File: config.mk
export PLATFORM = sky130hd
export DESIGN_NAME = ow_master
export DESIGN_NICKNAME = d
export VERILOG_FILES = /design/src/rtl/ow_pkg.sv /design/src/rtl/ow_sync.sv /design/src/rtl/ow_timing.sv /design/src/rtl/ow_bit_engine.sv /design/src/rtl/ow_master.sv
export SDC_FILE = /design/constraint.sdc
export NUM_CORES = 1
export LEC_CHECK = 0
export BUFFER_PORTS_ARGS = -buffer_cell sky130_fd_sc_hd__buf_2
export CORE_UTILIZATION = 60
export DETAILED_ROUTE_END_ITERATION = 10
export PLACE_DENSITY = 0.78
export SYNTH_ARGS = -nofsm -noshare
export SYNTH_HDL_FRONTEND = slang
export SYNTH_SLANG_ARGS = --single-unit
File: constraint.sdc
create_clock -name clk -period 4.5 [get_ports clk]
set_clock_uncertainty 0.05 [all_clocks]
set_input_delay 1.125 -clock clk [delete_from_list [all_inputs] [get_ports clk]]
set_output_delay 1.125 -clock clk [all_outputs]
set_load 0.03 [all_outputs]
File: src/rtl/ow_pkg.sv
`timescale 1ns/1ps
package ow_pkg;

  localparam int OW_TW = 24;
  typedef logic [OW_TW-1:0] ow_cnt_t;

  typedef enum logic [1:0] {
    OP_NOP   = 2'd0,
    OP_RESET = 2'd1,
    OP_WRITE = 2'd2,
    OP_READ  = 2'd3
  } ow_op_e;

  typedef struct packed {
    ow_cnt_t rst_low;
    ow_cnt_t pres_samp;
    ow_cnt_t rst_high;
    ow_cnt_t w1_low;
    ow_cnt_t w0_low;
    ow_cnt_t rd_samp;
    ow_cnt_t slot_len;
  } ow_times_t;

  // durations in tenths of a microsecond
  localparam longint STD_RST_LOW = 4800, OD_RST_LOW = 700;
  localparam longint STD_PRES    = 700,  OD_PRES    = 85;
  localparam longint STD_RST_HI  = 4100, OD_RST_HI  = 400;
  localparam longint STD_W1      = 60,   OD_W1      = 10;
  localparam longint STD_W0      = 600,  OD_W0      = 75;
  localparam longint STD_RDS     = 150,  OD_RDS     = 20;
  localparam longint STD_SLOT    = 700,  OD_SLOT    = 120;

  function automatic ow_cnt_t ow_cyc(input longint hz, input longint tenth_us);
    longint c;
    c = (hz * tenth_us + 64'd9_999_999) / 64'd10_000_000;
    if (c < 1) c = 1;
    return ow_cnt_t'(c);
  endfunction

  function automatic ow_times_t ow_make(input longint hz, input bit od);
    ow_times_t t;
    t.rst_low   = ow_cyc(hz, od ? OD_RST_LOW : STD_RST_LOW);
    t.pres_samp = ow_cyc(hz, od ? OD_PRES    : STD_PRES);
    t.rst_high  = ow_cyc(hz, od ? OD_RST_HI  : STD_RST_HI);
    t.w1_low    = ow_cyc(hz, od ? OD_W1      : STD_W1);
    t.w0_low    = ow_cyc(hz, od ? OD_W0      : STD_W0);
    t.rd_samp   = ow_cyc(hz, od ? OD_RDS     : STD_RDS);
    t.slot_len  = ow_cyc(hz, od ? OD_SLOT    : STD_SLOT);
    return t;
  endfunction

endpackage

File: src/rtl/ow_sync.sv
`timescale 1ns/1ps
module ow_sync #(
  parameter int   STAGES  = 2,
  parameter logic RST_VAL = 1'b1
) (
  input  logic clk,
  input  logic rst_n,
  input  logic d,
  output logic q
);
  logic [STAGES-1:0] ff_q;

  generate
    if (STAGES > 1) begin : g_chain
      always_ff @(posedge clk or negedge rst_n) begin
        if (!rst_n) ff_q <= {STAGES{RST_VAL}};
        else        ff_q <= {ff_q[STAGES-2:0], d};
      end
    end else begin : g_single
      always_ff @(posedge clk or negedge rst_n) begin
        if (!rst_n) ff_q <= RST_VAL;
        else        ff_q <= d;
      end
    end
  endgenerate

  assign q = ff_q[STAGES-1];
endmodule

File: src/rtl/ow_timing.sv
`timescale 1ns/1ps
module ow_timing
  import ow_pkg::*;
#(
  parameter longint CLK_HZ = 100_000_000
) (
  input  logic      speed_od,
  output ow_times_t times
);
  localparam ow_times_t T_STD = ow_make(CLK_HZ, 1'b0);
  localparam ow_times_t T_OD  = ow_make(CLK_HZ, 1'b1);

  assign times = speed_od ? T_OD : T_STD;
endmodule

File: src/rtl/ow_bit_engine.sv
`timescale 1ns/1ps
module ow_bit_engine
  import ow_pkg::*;
(
  input  logic      clk,
  input  logic      rst_n,
  input  logic      start_i,
  input  logic      rst_slot_i,
  input  logic      wbit_i,
  input  ow_times_t times_i,
  input  logic      line_i,
  output logic      pull_low_o,
  output logic      done_o,
  output logic      sample_o
);
  typedef enum logic [1:0] {E_IDLE, E_RST, E_SLOT} e_st_t;

  e_st_t     st_q, st_n;
  ow_cnt_t   cnt_q, cnt_n;
  ow_times_t t_q;
  logic      load_t;
  logic      bit_q, bit_n;
  logic      pull_q, pull_n;
  logic      samp_q, samp_n;
  logic      done_q, done_n;
  ow_cnt_t   low_len;

  always_comb begin
    st_n    = st_q;
    cnt_n   = cnt_q;
    bit_n   = bit_q;
    pull_n  = 1'b0;
    samp_n  = samp_q;
    done_n  = 1'b0;
    load_t  = 1'b0;
    low_len = bit_q ? t_q.w1_low : t_q.w0_low;
    unique case (st_q)
      E_IDLE: begin
        if (start_i) begin
          st_n   = rst_slot_i ? E_RST : E_SLOT;
          cnt_n  = '0;
          bit_n  = wbit_i;
          load_t = 1'b1;
          pull_n = 1'b1;
        end
      end
      E_RST: begin
        cnt_n  = cnt_q + 1'b1;
        pull_n = (cnt_n < t_q.rst_low);
        if (cnt_q == t_q.rst_low + t_q.pres_samp) samp_n = !line_i;
        if (cnt_q == t_q.rst_low + t_q.rst_high - 1'b1) begin
          st_n   = E_IDLE;
          pull_n = 1'b0;
          done_n = 1'b1;
        end
      end
      E_SLOT: begin
        cnt_n  = cnt_q + 1'b1;
        pull_n = (cnt_n < low_len);
        if (cnt_q == t_q.rd_samp) samp_n = line_i;
        if (cnt_q == t_q.slot_len - 1'b1) begin
          st_n   = E_IDLE;
          pull_n = 1'b0;
          done_n = 1'b1;
        end
      end
      default: st_n = E_IDLE;
    endcase
  end

  always_ff @(posedge clk or negedge rst_n) begin
    if (!rst_n) begin
      st_q   <= E_IDLE;
      cnt_q  <= '0;
      t_q    <= '0;
      bit_q  <= 1'b0;
      pull_q <= 1'b0;
      samp_q <= 1'b0;
      done_q <= 1'b0;
    end else begin
      st_q   <= st_n;
      cnt_q  <= cnt_n;
      if (load_t) t_q <= times_i;
      bit_q  <= bit_n;
      pull_q <= pull_n;
      samp_q <= samp_n;
      done_q <= done_n;
    end
  end

  assign pull_low_o = pull_q;
  assign done_o     = done_q;
  assign sample_o   = samp_q;

  assert_low_needs_start_R3: assert property (@(posedge clk) disable iff (!rst_n)
    $rose(pull_q) |-> $past(start_i));
  assert_times_hold_R10: assert property (@(posedge clk) disable iff (!rst_n)
    (st_q != E_IDLE && $past(st_q != E_IDLE)) |-> $stable(t_q));
  assert_done_in_idle_R8: assert property (@(posedge clk) disable iff (!rst_n)
    done_q |-> (st_q == E_IDLE && !pull_q));
endmodule

File: src/rtl/ow_master.sv
`timescale 1ns/1ps
module ow_master
  import ow_pkg::*;
#(
  parameter longint CLK_HZ      = 100_000_000,
  parameter int     SYNC_STAGES = 2,
  parameter int     BYTE_BITS   = 8
) (
  input  logic                 clk,
  input  logic                 rst_n,
  input  logic                 speed_od,
  input  logic                 cmd_valid,
  input  logic [1:0]           cmd_op,
  input  logic [BYTE_BITS-1:0] cmd_wdata,
  output logic                 busy,
  output logic                 done,
  output logic                 presence,
  output logic [BYTE_BITS-1:0] rdata,
  output logic                 bus_pull_low,
  input  logic                 bus_in
);
  localparam int BC_W = $clog2(BYTE_BITS + 1);
  localparam logic [BC_W-1:0] LAST_BIT = BC_W'(BYTE_BITS - 1);

  typedef enum logic [1:0] {T_IDLE, T_RST, T_BYTE} t_st_t;

  logic rst_n_s, line_s;
  ow_sync #(.STAGES(2), .RST_VAL(1'b0)) u_rst_sync (
    .clk(clk), .rst_n(rst_n), .d(1'b1), .q(rst_n_s));
  ow_sync #(.STAGES(SYNC_STAGES), .RST_VAL(1'b1)) u_line_sync (
    .clk(clk), .rst_n(rst_n_s), .d(bus_in), .q(line_s));

  t_st_t                st_q, st_n;
  logic                 speed_q, speed_n;
  logic                 rd_q, rd_n;
  logic [BYTE_BITS-1:0] sh_q, sh_n;
  logic [BC_W-1:0]      bc_q, bc_n;
  logic                 start_q, start_n;
  logic                 pres_q, pres_n;
  logic [BYTE_BITS-1:0] rdata_q, rdata_n;
  logic                 done_q, done_n;

  ow_op_e    op_in;
  ow_times_t times;
  logic      eng_done, eng_sample;

  assign op_in = ow_op_e'(cmd_op);

  ow_timing #(.CLK_HZ(CLK_HZ)) u_timing (
    .speed_od(speed_q), .times(times));

  ow_bit_engine u_engine (
    .clk(clk), .rst_n(rst_n_s),
    .start_i(start_q),
    .rst_slot_i(st_q == T_RST),
    .wbit_i(rd_q | sh_q[0]),
    .times_i(times),
    .line_i(line_s),
    .pull_low_o(bus_pull_low),
    .done_o(eng_done),
    .sample_o(eng_sample));

  always_comb begin
    st_n    = st_q;
    speed_n = speed_q;
    rd_n    = rd_q;
    sh_n    = sh_q;
    bc_n    = bc_q;
    start_n = 1'b0;
    pres_n  = pres_q;
    rdata_n = rdata_q;
    done_n  = 1'b0;
    unique case (st_q)
      T_IDLE: begin
        if (cmd_valid) begin
          unique case (op_in)
            OP_RESET: begin
              speed_n = speed_od;
              start_n = 1'b1;
              st_n    = T_RST;
            end
            OP_WRITE, OP_READ: begin
              speed_n = speed_od;
              rd_n    = (op_in == OP_READ);
              sh_n    = (op_in == OP_READ) ? '0 : cmd_wdata;
              bc_n    = '0;
              start_n = 1'b1;
              st_n    = T_BYTE;
            end
            default: ;
          endcase
        end
      end
      T_RST: begin
        if (eng_done) begin
          pres_n = eng_sample;
          done_n = 1'b1;
          st_n   = T_IDLE;
        end
      end
      T_BYTE: begin
        if (eng_done) begin
          sh_n = {rd_q & eng_sample, sh_q[BYTE_BITS-1:1]};
          bc_n = bc_q + 1'b1;
          if (bc_q == LAST_BIT) begin
            done_n = 1'b1;
            st_n   = T_IDLE;
            if (rd_q) rdata_n = sh_n;
          end else begin
            start_n = 1'b1;
          end
        end
      end
      default: st_n = T_IDLE;
    endcase
  end

  always_ff @(posedge clk or negedge rst_n_s) begin
    if (!rst_n_s) begin
      st_q    <= T_IDLE;
      speed_q <= 1'b0;
      rd_q    <= 1'b0;
      sh_q    <= '0;
      bc_q    <= '0;
      start_q <= 1'b0;
      pres_q  <= 1'b0;
      rdata_q <= '0;
      done_q  <= 1'b0;
    end else begin
      st_q    <= st_n;
      speed_q <= speed_n;
      rd_q    <= rd_n;
      sh_q    <= sh_n;
      bc_q    <= bc_n;
      start_q <= start_n;
      pres_q  <= pres_n;
      rdata_q <= rdata_n;
      done_q  <= done_n;
    end
  end

  assign busy     = (st_q != T_IDLE);
  assign done     = done_q;
  assign presence = pres_q;
  assign rdata    = rdata_q;

  assert_idle_released_R7: assert property (@(posedge clk) disable iff (!rst_n_s)
    !busy |-> !bus_pull_low);
  assert_done_single_R8: assert property (@(posedge clk) disable iff (!rst_n_s)
    done |=> !done);
  assert_done_ends_busy_R8: assert property (@(posedge clk) disable iff (!rst_n_s)
    done |-> (!busy && $past(busy)));
  assert_bitcnt_range_R6: assert property (@(posedge clk) disable iff (!rst_n_s)
    bc_q <= BC_W'(BYTE_BITS));
  assert_speed_held_R10: assert property (@(posedge clk) disable iff (!rst_n_s)
    (busy && $past(busy)) |-> $stable(speed_q));
endmodule

==> flow_metrics.env <==
export IMPL_antenna_found_initial=0
export IMPL_outcome="complete, no violations"
export IMPL_crit_reg2reg_launch="u_engine.t_q[10]$_DFFE_PN0P_"
export IMPL_slew_limit_headroom_pct=19.3
export IMPL_drtAntennaViolNets=0
export IMPL_cts_post_setup_buffers_inserted=0
export IMPL_worst_hold_path_type="register to register"
export IMPL_dr_total_vias=5030
export IMPL_timing_critical_path_to_type="register"
export IMPL_synth_warnings=0
export IMPL_die_w_um=98.1
export IMPL_cts_resized_gates=0
export IMPL_start_util_pct=62.9
export IMPL_count_of_flip_flops_with_a_built_in_enable_after_synthesis=0
export IMPL_peak_supply_drop_mv=0.420
export IMPL_clock_latency_ns=0.36
export IMPL_layout_cells_most_common_list="dfrtp_1 (61), nand2_1 (59), ha_1 (46)"
export IMPL_grt_pass1_vias=4887
export IMPL_yosys_most_used_dff="dfrtp_1"
export IMPL_finalCritPeriodShare_pct=88.4
export IMPL_leakage_nw=2.71
export IMPL_cap_violations=0
export IMPL_setup_crit_start="u_engine.t_q[10]$_DFFE_PN0P_"
export IMPL_synth_sequential_area_ratio_pct=29.0
export IMPL_postSynth_asyncResetShare_pct=100
export IMPL_reg2reg_to="u_engine.st_q[1]$_DFFE_PN0P_"
export IMPL_cts_root_buffer_cell="clkbuf_8"
export IMPL_worst_endpoint_data_arrival_time_ns=4.17
export IMPL_area_added_between_synthesis_and_finish_pct=6.49
export IMPL_placedCellCount=740
export IMPL_total_cts_buffers=9
export IMPL_layout_setup_ws_ns=0.523
export IMPL_globalRoute_totalOverflow=0
export IMPL_gate_count_of_the_mapped_netlist=646
export IMPL_max_slew_worst_pin_slew_ns=1.21
export IMPL_syn_avg_cell_area_sq_um=8.57
export IMPL_placed_cell_area_sq_um=5640
export IMPL_crit_type="register to register"
export IMPL_cts_max_path_bufs=2
export IMPL_drc=0
export IMPL_critPathRequiredTime_ns=4.69
export IMPL_cts_hold_buf=0
export IMPL_non_filler_cell_area_final_sq_um=5890
export IMPL_rows=34
export IMPL_fin_crit_ns=3.98
export IMPL_filler_cell_count=709
export IMPL_largest_net_degree_at_the_start_of_global_routing=63
export IMPL_floorplan_die_area_sq_um=9610
export IMPL_seqCellArea_sq_um=1610
export IMPL_drive_above_1_share_pct=12.5
export IMPL_preCtsSetupSlack_ns=0.625
export IMPL_port_buffer_count=26
export IMPL_setup_tns_final_ns=0
export IMPL_cp_max_fo=11
export IMPL_routabilityCongestion=0.966
export IMPL_dpl_hpwl_mm=10.5
export IMPL_die_h_um=98.1
export IMPL_layout_cells_non_filler=756
export IMPL_drt_pass1_iter_count=5
export IMPL_tritoncts_sink_count=64
export IMPL_ioPinCount=27
export IMPL_reg2reg_slack_ns=0.52
export IMPL_post_route_util_pct=66.9
export IMPL_synth_nets=710
export IMPL_finalSetupViolCount=0
export IMPL_worst_hold_path_num_cells=0
export IMPL_finalNetCount=707
export IMPL_multi_input_area_sq_um=3600
export IMPL_post_drt_via_cell_ratio=6.65
export IMPL_rsz_0062_raised_after_global_routing="false"
export IMPL_power_density_cell_area_nw_per_um2=520
export IMPL_synth_seq_cells=64
export IMPL_cts_tree="done"
export IMPL_layout_commonest_cell="dfrtp_1"
export IMPL_end_point_of_the_critical_path="u_engine.st_q[1]$_DFFE_PN0P_"
export IMPL_hold_viol=0
export IMPL_totalWireLength_mm=14.6
export IMPL_cts_clk_slew_worst_paths_ns=0.08
export IMPL_syn_area_sq_um=5540
export IMPL_reg2reg_path_depth=12
export IMPL_antennaDiodeCount=0
export IMPL_gr_usage_all_layers_pct=32.1
export IMPL_fmax_mhz=251
export IMPL_launching_element_type_of_the_critical_path="register"
export IMPL_yosysUniqueCellTypes=72
export IMPL_finalMaxSlewViolations=0
export IMPL_grt_pass1_wl_mm=24.6
export IMPL_core_region_area_sq_um=8810
export IMPL_clock_tree_htree_level_count=3
export IMPL_detail_route_wl_per_cell_um=19.3
export IMPL_detailedRoute_firstIterationViolations=438
-- critical path: stages, from the launching register on --
cell      delay [ns]
dfrtp_1         0.40
inv_1           0.31
ha_1            0.42
inv_1           0.16
ha_1            0.38
or4b_1          0.49
o211ai_1        0.32
xor2_1          0.12
o311ai_1        0.24
nand4_1         0.15
o31a_1          0.30
or3_4           0.41
mux2i_1         0.13
-- layer usage --
| layer | GRT usage (%) | up-vias | wire [um] |
|---|---|---|---|
| li1 | - | 2349 | - |
| met1 | 45.3 | 2450 | 6490 |
| met2 | 51.0 | 204 | 6780 |
| met3 | 4.44 | 27 | 1060 |
| met4 | 10.6 | 0 | 260 |
| met5 | 0 | - | 0 |
-- cells in the mapped netlist (4+ instances only) --
library cell | instances | area share, %
nand4_1 | 11 | 1.2
a31oi_1 | 12 | 1.4
nand2_1 | 59 | 4.0
a22o_1 | 13 | 2.1
a2111oi_0 | 4 | 0.63
buf_2 | 11 | 0.99
nand3_1 | 29 | 2.6
mux2i_1 | 7 | 1.3
and3_1 | 10 | 1.1
a211oi_1 | 5 | 0.68
nor4_1 | 8 | 0.90
nor3_1 | 26 | 2.4
o21ai_0 | 36 | 3.3
ha_1 | 46 | 10
a21oi_1 | 26 | 2.4
a21o_1 | 8 | 1.1
nor2_1 | 34 | 2.3
buf_1 | 4 | 0.27
clkbuf_1 | 27 | 1.8
xnor2_1 | 34 | 5.4
and4_1 | 5 | 0.79
nand2b_1 | 4 | 0.45
dfrtp_1 | 62 | 28
o211ai_1 | 5 | 0.68
nor2b_1 | 6 | 0.68
a221o_1 | 8 | 1.4
inv_1 | 33 | 2.2
mux2_2 | 18 | 3.7
xor2_1 | 20 | 3.2
-- cells by family after synthesis --
family	share of synthesized area (%)
adder cells (fa/ha/maj)	11.5
AO/OA/AOI/OAI	18.7
flip-flops	29.0
buffers and inverters	6.01
other	0.0677
multiplexers	4.93
AND/OR/NAND/NOR	20.8
XOR/XNOR	8.95
-- power breakdown --
part,switching [mW],leakage [nW],total (mW),internal (mW)
Combinational,1.00,1.74,1.63,0.626
Sequential,0.112,0.848,0.789,0.677
Clock,0.260,0.123,0.646,0.386
Total,1.37,2.71,3.06,1.69
-- flip-flops by register name, indices dropped and copies added, names as in the netlist, 2 cells and up --
register	count
u_engine.cnt_q	24
rdata	8
sh_q	8
bc_q	4
u_engine.t_q	3
st_q	2
u_engine.st_q	2
u_line_sync.ff_q	2
u_rst_sync.ff_q	2
-- through the flow --
step / hold WS (ns) / power [mW]
after detailed placement: 0.286 / 2.38
after floorplan: 0.281 / 2.03
after CTS: 0.307 / 3.04
after global placement: 0.293 / 2.34
after global routing: 0.316 / 3.29
final: 0.308 / 3.06
-- worst min-delay path by stage --
stage | endpoint | startpoint
after detailed placement | u_rst_sync.ff_q[1]$_DFF_PN0_ | u_rst_sync.ff_q[0]$_DFF_PN0_
after floorplan | u_rst_sync.ff_q[1]$_DFF_PN0_ | u_rst_sync.ff_q[0]$_DFF_PN0_
after global routing | u_rst_sync.ff_q[1]$_DFF_PN0_ | u_rst_sync.ff_q[0]$_DFF_PN0_
final | u_line_sync.ff_q[1]$_DFF_PN1_ | u_line_sync.ff_q[0]$_DFF_PN1_
after global placement | u_rst_sync.ff_q[1]$_DFF_PN0_ | u_rst_sync.ff_q[0]$_DFF_PN0_
after CTS | u_line_sync.ff_q[1]$_DFF_PN1_ | u_line_sync.ff_q[0]$_DFF_PN1_
-- final cells by class --
class	instances	share of cell area, %
tap	108	2.29
multi-input combinational	502	61.0
sequential	64	27.2
clock inverter	6	1.95
inverter	34	2.17
clock buffer	10	2.33
timing repair buffer	32	2.97
Power figures use the tool's default switching activity.
